## config.mk

```make
export PLATFORM = sky130hd
export DESIGN_NAME = owm_slot_engine
export DESIGN_NICKNAME = d
export VERILOG_FILES = /design/src/rtl/owm_pkg.sv /design/src/rtl/owm_tick_gen.sv /design/src/rtl/owm_line_sync.sv /design/src/rtl/owm_slot_timer.sv /design/src/rtl/owm_slot_engine.sv
export SDC_FILE = /design/constraint.sdc
export NUM_CORES = 1
export LEC_CHECK = 0
export ABC_AREA = 1
export ABC_CLOCK_PERIOD_IN_PS = 2700
export BUFFER_PORTS_ARGS = -buffer_cell sky130_fd_sc_hd__buf_2
export CAP_MARGIN = 10
export CORE_ASPECT_RATIO = 0.9
export CORE_MARGIN = 10
export CORE_UTILIZATION = 35
export DETAILED_ROUTE_END_ITERATION = 10
export HOLD_SLACK_MARGIN = 0.06
export PLACE_DENSITY = 0.61
export SETUP_SLACK_MARGIN = 0.02
export SYNTH_ARGS = -nofsm -noshare
export SYNTH_HDL_FRONTEND = slang
export SYNTH_SLANG_ARGS = --single-unit
```

## constraint.sdc

```tcl
create_clock -name clk -period 2.7 [get_ports clk]
set_clock_uncertainty 0.05 [all_clocks]
set_input_delay 0.405 -clock clk [delete_from_list [all_inputs] [get_ports clk]]
set_output_delay 0.405 -clock clk [all_outputs]
set_load 0.005 [all_outputs]
```

## src/rtl/owm_pkg.sv

```systemverilog
`timescale 1ns/1ps
package owm_pkg;

   typedef enum logic [1:0] {
      ST_IDLE  = 2'd0,
      ST_RESET = 2'd1,
      ST_BITS  = 2'd2
   } owm_state_e;

   localparam logic [1:0] OP_RESET = 2'b00;
   localparam logic [1:0] OP_WRITE = 2'b01;

endpackage

```

## src/rtl/owm_tick_gen.sv

```systemverilog
`timescale 1ns/1ps
// Divides the system clock into the 1 us slot time base.
// Restarting the count on slot start keeps every slot edge-aligned.
module owm_tick_gen #(
   parameter int DIV = 72
) (
   input  logic clk,
   input  logic rst_n,
   input  logic clear,
   output logic tick
);
   localparam int CW = (DIV > 1) ? $clog2(DIV) : 1;
   localparam logic [CW-1:0] LAST = CW'(DIV - 1);

   generate
      if (DIV < 2) begin : g_bad_div
         $error("owm_tick_gen: DIV must be at least 2");
      end
   endgenerate

   logic [CW-1:0] cnt;

   always_ff @(posedge clk) begin
      if (!rst_n) begin
         cnt <= '0;
      end else if (clear || cnt == LAST) begin
         cnt <= '0;
      end else begin
         cnt <= cnt + 1'b1;
      end
   end

   assign tick = (cnt == LAST);

endmodule

```

## src/rtl/owm_line_sync.sv

```systemverilog
`timescale 1ns/1ps
// Multi-flop synchronizer for the bus line plus a rising-edge detector.
module owm_line_sync #(
   parameter int STAGES = 2
) (
   input  logic clk,
   input  logic rst_n,
   input  logic line_in,
   output logic rise
);
   generate
      if (STAGES < 2) begin : g_bad_stages
         $error("owm_line_sync: STAGES must be at least 2");
      end
   endgenerate

   logic [STAGES-1:0] chain;
   logic              prev;

   genvar gi;
   generate
      for (gi = 0; gi < STAGES; gi++) begin : g_stage
         if (gi == 0) begin : g_first
            always_ff @(posedge clk) begin
               if (!rst_n) chain[gi] <= 1'b1;
               else        chain[gi] <= line_in;
            end
         end else begin : g_next
            always_ff @(posedge clk) begin
               if (!rst_n) chain[gi] <= 1'b1;
               else        chain[gi] <= chain[gi-1];
            end
         end
      end
   endgenerate

   always_ff @(posedge clk) begin
      if (!rst_n) prev <= 1'b1;
      else        prev <= chain[STAGES-1];
   end

   assign rise = chain[STAGES-1] & ~prev;

endmodule

```

## src/rtl/owm_slot_timer.sv

```systemverilog
`timescale 1ns/1ps
// Times one slot: low phase, release phase, and the capture of the
// microsecond of the last rising edge. A start in the ending cycle
// chains the next slot with no gap.
module owm_slot_timer #(
   parameter int US_W = 10
) (
   input  logic            clk,
   input  logic            rst_n,
   input  logic            start,
   input  logic [US_W-1:0] low_len,
   input  logic [US_W-1:0] period_len,
   input  logic            tick,
   input  logic            rise,
   output logic            drive_low,
   output logic            slot_end,
   output logic [US_W-1:0] cap
);
   logic            active;
   logic [US_W-1:0] us_cnt;
   logic [US_W-1:0] low_q;
   logic [US_W-1:0] period_q;
   logic            at_last_us;

   assign at_last_us = (us_cnt == period_q - 1'b1);
   assign slot_end   = active & tick & at_last_us;

   always_ff @(posedge clk) begin
      if (!rst_n) begin
         active    <= 1'b0;
         us_cnt    <= '0;
         low_q     <= '0;
         period_q  <= '0;
         drive_low <= 1'b0;
         cap       <= '0;
      end else if (start) begin
         active    <= 1'b1;
         us_cnt    <= '0;
         low_q     <= low_len;
         period_q  <= period_len;
         drive_low <= 1'b1;
         cap       <= period_len;   // no rise seen reads as "late"
      end else if (active) begin
         if (rise) begin
            cap <= us_cnt;
         end
         if (tick) begin
            if (at_last_us) begin
               active <= 1'b0;
            end else begin
               us_cnt <= us_cnt + 1'b1;
            end
            if (us_cnt + 1'b1 == low_q) begin
               drive_low <= 1'b0;
            end
         end
      end
   end

endmodule

```

## src/rtl/owm_slot_engine.sv

```systemverilog
`timescale 1ns/1ps
module owm_slot_engine #(
   parameter int CLK_DIV        = 72,
   parameter int DATA_W         = 8,
   parameter int BIT_US         = 70,
   parameter int W1_LOW_US      = 6,
   parameter int W0_LOW_US      = 60,
   parameter int ONE_THRESH_US  = 15,
   parameter int RST_LOW_US     = 480,
   parameter int RST_SLOT_US    = 1000,
   parameter int PRES_MARGIN_US = 15,
   parameter int SYNC_STAGES    = 2
) (
   input  logic              clk,
   input  logic              rst_n,
   input  logic              req_valid,
   input  logic [1:0]        req_op,
   input  logic [DATA_W-1:0] req_data,
   output logic              req_ready,
   output logic              done,
   output logic [DATA_W-1:0] rx_byte,
   output logic              presence,
   output logic              line_drive_low,
   input  logic              line_in
);
   import owm_pkg::*;

   localparam int US_W  = $clog2(RST_SLOT_US + 1);
   localparam int IDX_W = $clog2(DATA_W);
   localparam logic [US_W-1:0]  BIT_P   = US_W'(BIT_US);
   localparam logic [US_W-1:0]  W1_L    = US_W'(W1_LOW_US);
   localparam logic [US_W-1:0]  W0_L    = US_W'(W0_LOW_US);
   localparam logic [US_W-1:0]  ONE_TH  = US_W'(ONE_THRESH_US);
   localparam logic [US_W-1:0]  RST_L   = US_W'(RST_LOW_US);
   localparam logic [US_W-1:0]  RST_P   = US_W'(RST_SLOT_US);
   localparam logic [US_W-1:0]  PRES_TH = US_W'(RST_LOW_US + PRES_MARGIN_US);
   localparam logic [IDX_W-1:0] LAST_IDX = IDX_W'(DATA_W - 1);

   generate
      if (DATA_W < 4) begin : g_bad_width
         $error("owm_slot_engine: DATA_W must be at least 4");
      end
      if (W1_LOW_US < 1 || W1_LOW_US >= W0_LOW_US || W0_LOW_US >= BIT_US) begin : g_bad_bit
         $error("owm_slot_engine: need 0 < W1_LOW_US < W0_LOW_US < BIT_US");
      end
      if (ONE_THRESH_US <= W1_LOW_US || ONE_THRESH_US >= BIT_US) begin : g_bad_thresh
         $error("owm_slot_engine: ONE_THRESH_US must lie inside the release phase");
      end
      if (RST_LOW_US + PRES_MARGIN_US >= RST_SLOT_US || BIT_US > RST_SLOT_US) begin : g_bad_reset
         $error("owm_slot_engine: reset timing does not fit its slot");
      end
   endgenerate

   owm_state_e        state;
   logic              rd_q;
   logic [DATA_W-2:0] tx_q;
   logic [DATA_W-2:0] rx_sh;
   logic [IDX_W-1:0]  bit_idx;

   logic              accept;
   logic              tick;
   logic              rise;
   logic              slot_end;
   logic [US_W-1:0]   cap;
   logic              tmr_start;
   logic              next_one;
   logic [US_W-1:0]   low_sel;
   logic [US_W-1:0]   period_sel;
   logic              rx_bit;
   logic              more_bits;

   assign req_ready = (state == ST_IDLE);
   assign accept    = req_valid & req_ready;
   assign more_bits = (state == ST_BITS) && (bit_idx != LAST_IDX);
   assign tmr_start = accept | (slot_end & more_bits);
   assign rx_bit    = (cap < ONE_TH);

   // Parameters of the slot being started this cycle.
   always_comb begin
      if (accept) begin
         next_one = req_op[1] | req_data[0];
      end else begin
         next_one = rd_q | tx_q[0];
      end
      if (accept && req_op == OP_RESET) begin
         low_sel    = RST_L;
         period_sel = RST_P;
      end else begin
         low_sel    = next_one ? W1_L : W0_L;
         period_sel = BIT_P;
      end
   end

   owm_tick_gen #(.DIV(CLK_DIV)) u_tick (
      .clk   (clk),
      .rst_n (rst_n),
      .clear (tmr_start),
      .tick  (tick)
   );

   owm_line_sync #(.STAGES(SYNC_STAGES)) u_sync (
      .clk     (clk),
      .rst_n   (rst_n),
      .line_in (line_in),
      .rise    (rise)
   );

   owm_slot_timer #(.US_W(US_W)) u_timer (
      .clk        (clk),
      .rst_n      (rst_n),
      .start      (tmr_start),
      .low_len    (low_sel),
      .period_len (period_sel),
      .tick       (tick),
      .rise       (rise),
      .drive_low  (line_drive_low),
      .slot_end   (slot_end),
      .cap        (cap)
   );

   always_ff @(posedge clk) begin
      if (!rst_n) begin
         state    <= ST_IDLE;
         rd_q     <= 1'b0;
         tx_q     <= '0;
         rx_sh    <= '0;
         bit_idx  <= '0;
         done     <= 1'b0;
         rx_byte  <= '0;
         presence <= 1'b0;
      end else begin
         done <= 1'b0;
         unique case (state)
            ST_IDLE: begin
               if (accept) begin
                  state   <= (req_op == OP_RESET) ? ST_RESET : ST_BITS;
                  rd_q    <= req_op[1];
                  tx_q    <= req_data[DATA_W-1:1];
                  bit_idx <= '0;
               end
            end
            ST_RESET: begin
               if (slot_end) begin
                  presence <= (cap >= PRES_TH);
                  done     <= 1'b1;
                  state    <= ST_IDLE;
               end
            end
            ST_BITS: begin
               if (slot_end) begin
                  tx_q    <= {1'b0, tx_q[DATA_W-2:1]};
                  rx_sh   <= {rx_bit, rx_sh[DATA_W-2:1]};
                  bit_idx <= bit_idx + 1'b1;
                  if (bit_idx == LAST_IDX) begin
                     done  <= 1'b1;
                     state <= ST_IDLE;
                     if (rd_q) begin
                        rx_byte <= {rx_bit, rx_sh};
                     end
                  end
               end
            end
            default: state <= ST_IDLE;
         endcase
      end
   end

endmodule

```

==> PnR_summary.wiki <==
{| class="wikitable"
! Metric !! Value
|-
| Cell at the root of the clock tree || sky130_fd_sc_hd__clkbuf_16
|-
| Destination of the worst register-to-register timing path || u_timer.us_cnt[6]
|-
| Top cell by count, worst path || sky130_fd_sc_hd__nand2_1
|-
| Total area of multi-input combinational cells || 1920 sq um
|-
| Global-route wire length before repair || 14500 um
|-
| Max Slew Vio Count || 0
|-
| Commonest cells after routing, fill and taps aside || sky130_fd_sc_hd__nand2_1 (107), sky130_fd_sc_hd__dfxtp_1 (68), sky130_fd_sc_hd__nor2_1 (61)
|-
| TritonCTS clock tree || built
|-
| # diodes || 0
|-
| Max Cap Viol || 0
|-
| CP Launch Type || flop
|-
| Pin count of the biggest net entering global routing || 41
|-
| Most frequent standard cell in the layout excluding fill and tap cells || sky130_fd_sc_hd__nand2_1
|-
| Async set or reset register ratio after synthesis || 0%
|-
| Sequential element share of the synthesized area || 37.7%
|-
| Final setup violation count || 0
|-
| Endpoint with the worst hold slack || u_sync.chain[0]
|-
| Initial antenna violation count || 0
|-
| Type of the tightest min-delay check || in -> reg
|-
| Y dimension of the die || 116 um
|-
| Number of primary I/O pins || 26
|-
| HPWL after DPL || 6410 um
|-
| Number of warning messages in the yosys log || 0
|-
| Worst EP required || 2.87 ns
|-
| GR Overflow Total || 0
|-
| Slowest Stage Delay on Critical Path || 0.40 ns
|-
| Final Non-Filler Cells || 659
|-
| R2R depth || 13
|-
| Final clock period utilization by the worst path || 82.4%
|-
| Levels on crit path || 13
|-
| Top FF cell, synth || sky130_fd_sc_hd__dfxtp_1
|-
| Count of final hold-check violations || 0
|-
| Number of gates resized after cts || 0
|-
| Worst Setup Path Type || reg -> reg
|-
| Area growth from synthesis to final layout || 14.6%
|-
| Vias in the first global route || 3018
|-
| Power density over the cells || 864 nW/um^2
|-
| Worst slew margin || 62.1%
|-
| Number of fill cells in the layout || 1067
|-
| Post-synth EDFFs || 0
|-
| Routed vias/inst || 4.91
|-
| Site row count || 35
|-
| Number of buffers and inverters on the critical path || 2
|-
| RSZ-0062 raised after global routing || false
|-
| DRC errors left || 0
|-
| Clock buffers created by TritonCTS || 9
|-
| Nets in the synthesized netlist || 523
|-
| FF-to-FF setup slack || 0.48 ns
|-
| Drt initial violations || 298
|-
| Post-detailed-routing wire length || 8720 um
|-
| Mean instance size in the synthesized netlist || 7.23 sq um
|-
| DIE AREA || 14800 sq um
|-
| Status || finished clean
|-
| Gr usage total || 12.0%
|-
| Critical path fanouts, max || 13
|-
| Total vias in the final route || 3236
|-
| Sink count of the clock tree || 68
|-
| Register area || 1360 sq um
|-
| Slowest cell on the critical path || sky130_fd_sc_hd__dfxtp_1
|-
| Final #Nets || 549
|-
| Hold buffer count at CTS || 0
|-
| Yosys cell types || 48
|-
| Clock transition at the registers of the reported paths || 0.05 ns
|-
| Maximum operating frequency || 449 MHz
|-
| Clock latency at the later pin of the worst-skew pair || 0.34 ns
|-
| Area of the core || 10200 sq um
|-
| Count of buffers from port buffering || 25
|-
| Cell chain of the critical path || inv_2 -> ha_1 -> inv_2 -> nand2_1 -> nand2_1 -> nand2_1 -> nand2_1 -> nand2_2 -> nor2_4 -> nand2_2 -> nand2_1 -> or2_2 -> a21oi_1
|-
| Hold_sp || line_in
|-
| Gate count of the mapped netlist || 500
|-
| Highest ir drop seen on vdd || 0.000457 V
|-
| Beginning of the worst register-to-register path || u_timer.period_q[2]
|-
| Number of H-tree levels || 3
|-
| Depth of the worst hold-timing path || 2
|-
| Placed cell count || 644
|-
| Final antenna-violating net count || 0
|-
| Clock period minus worst slack || 2.22 ns
|-
| Crit path max-delay family || simple AND/OR/NAND/NOR gates
|-
| Weighted congestion reported at the end of routability-driven placement || 0.897
|-
| Static leakage || 1.83 nW
|-
| Maximum count of clock buffers along a single path || 2
|-
| TNS Setup || 0 ns
|-
| Worst hold slack || 0.207 ns
|-
| Fraction of final layout cells with drive strength greater than 1 || 20.6%
|-
| Per-cell routed wire length || 13.2 um
|-
| Number of buffers inserted to repair setup after CTS || 0
|-
| Flop and latch count out of synthesis || 68
|-
| Summed instance area of the synthesized netlist || 3610 sq um
|-
| Final core utilization || 40.8%
|-
| Element type at the critical path end || flop
|-
| Number of detailed-route iterations in the first pass || 4
|-
| X dimension of the die || 127 um
|-
| Data arrival at the endpoint of the critical path || 2.39 ns
|-
| Transition time of the tightest slew-check pin || 0.564 ns
|-
| Starting Density || 35.6%
|}
-- area by class of cell --
cell class              instances  share of cell area [%]
inverters                      59                    5.65
well taps                     129                    3.90
clock inverters                 4                    1.78
flip-flops and latches         68                    32.9
clock buffers                  11                    5.86
repair buffers                 28                    3.56
multi-input cells             360                    46.4
-- stage by stage --
stage / cell area (sq um) / total power, mW / setup slack [ns]
floorplan: 3610 / 2.10 / 0.753
global placement: 3830 / 2.30 / 0.532
detailed placement: 3830 / 2.32 / 0.479
CTS: 4140 / 3.60 / 0.481
global route: 4140 / 3.79 / 0.280
finish: 4140 / 3.58 / 0.475
-- metal layers --
metal  track usage, %  vias to the layer above  part of all wire, %
li1                 -                     1664                    -
met1             15.2                     1483                   48
met2             18.7                       72                   44
met3             3.36                       17                  6.2
met4             5.23                        0                  1.9
met5                0                        -                    0
-- cell usage after synthesis, drive strengths merged (2+ instances only) --
| library cell | n | area share (%) |
|---|---|---|
| nand3 | 27 | 4.7 |
| ha | 9 | 3.1 |
| buf | 10 | 2.1 |
| xor2 | 4 | 1.2 |
| and3 | 7 | 1.4 |
| nor3 | 6 | 0.83 |
| nand4 | 15 | 3.0 |
| nor2 | 75 | 9.9 |
| a21oi | 30 | 4.3 |
| dfxtp | 68 | 38 |
| o21ai | 42 | 5.8 |
| clkbuf | 3 | 0.59 |
| clkinv | 2 | 0.35 |
| inv | 57 | 6.1 |
| nand2 | 128 | 16 |
| or2 | 6 | 1.0 |
-- logic make-up (layout without fill, tap and decap cells) --
| group | Yosys count | count (layout) | synth area share, % |
|---|---|---|---|
| muxes | 1 | 1 | 0.277 |
| adders and majority gates | 9 | 9 | 3.12 |
| DFF | 68 | 68 | 37.7 |
| AOI/OAI and AO/OA | 78 | 78 | 11.3 |
| buffers and inverters | 72 | 102 | 9.17 |
| xor gates and xnor gates | 5 | 5 | 1.42 |
| and+or+nand+nor | 267 | 267 | 37.0 |
-- how the worst max path moves through the flow --
| stage | from | to | slack [ns] |
|---|---|---|---|
| 6_report | u_timer.period_q[2] | u_timer.us_cnt[6] | 0.48 |
| 2_1_floorplan | u_timer.period_q[2] | bit_idx[0] | 0.75 |
| 3_3_place_gp | u_timer.period_q[2] | u_timer.us_cnt[6] | 0.53 |
| 5_1_grt | u_timer.period_q[2] | u_timer.us_cnt[9] | 0.28 |
| 3_5_place_dp | u_timer.period_q[2] | u_timer.us_cnt[6] | 0.48 |
| 4_1_cts | u_timer.period_q[2] | u_timer.us_cnt[6] | 0.48 |
-- registers in the layout, summed over array words and instances, names as in the netlist --
signal,count
u_timer.drive_low,1
u_timer.period_q,3
u_sync.chain,2
u_sync.prev,1
done,1
u_timer.us_cnt,10
tx_q,7
state,2
rx_sh,7
u_timer.low_q,3
bit_idx,3
u_timer.active,1
rx_byte,8
u_tick.cnt,7
presence,1
rd_q,1
u_timer.cap,10
-- power breakdown --
group	internal [mW]	leakage (nW)	total, mW	switching [mW]
combinational	0.378	1.12	1.11	0.731
sequential	1.13	0.554	1.20	0.0680
clock	0.828	0.156	1.27	0.438
Power figures use the tool's default switching activity.
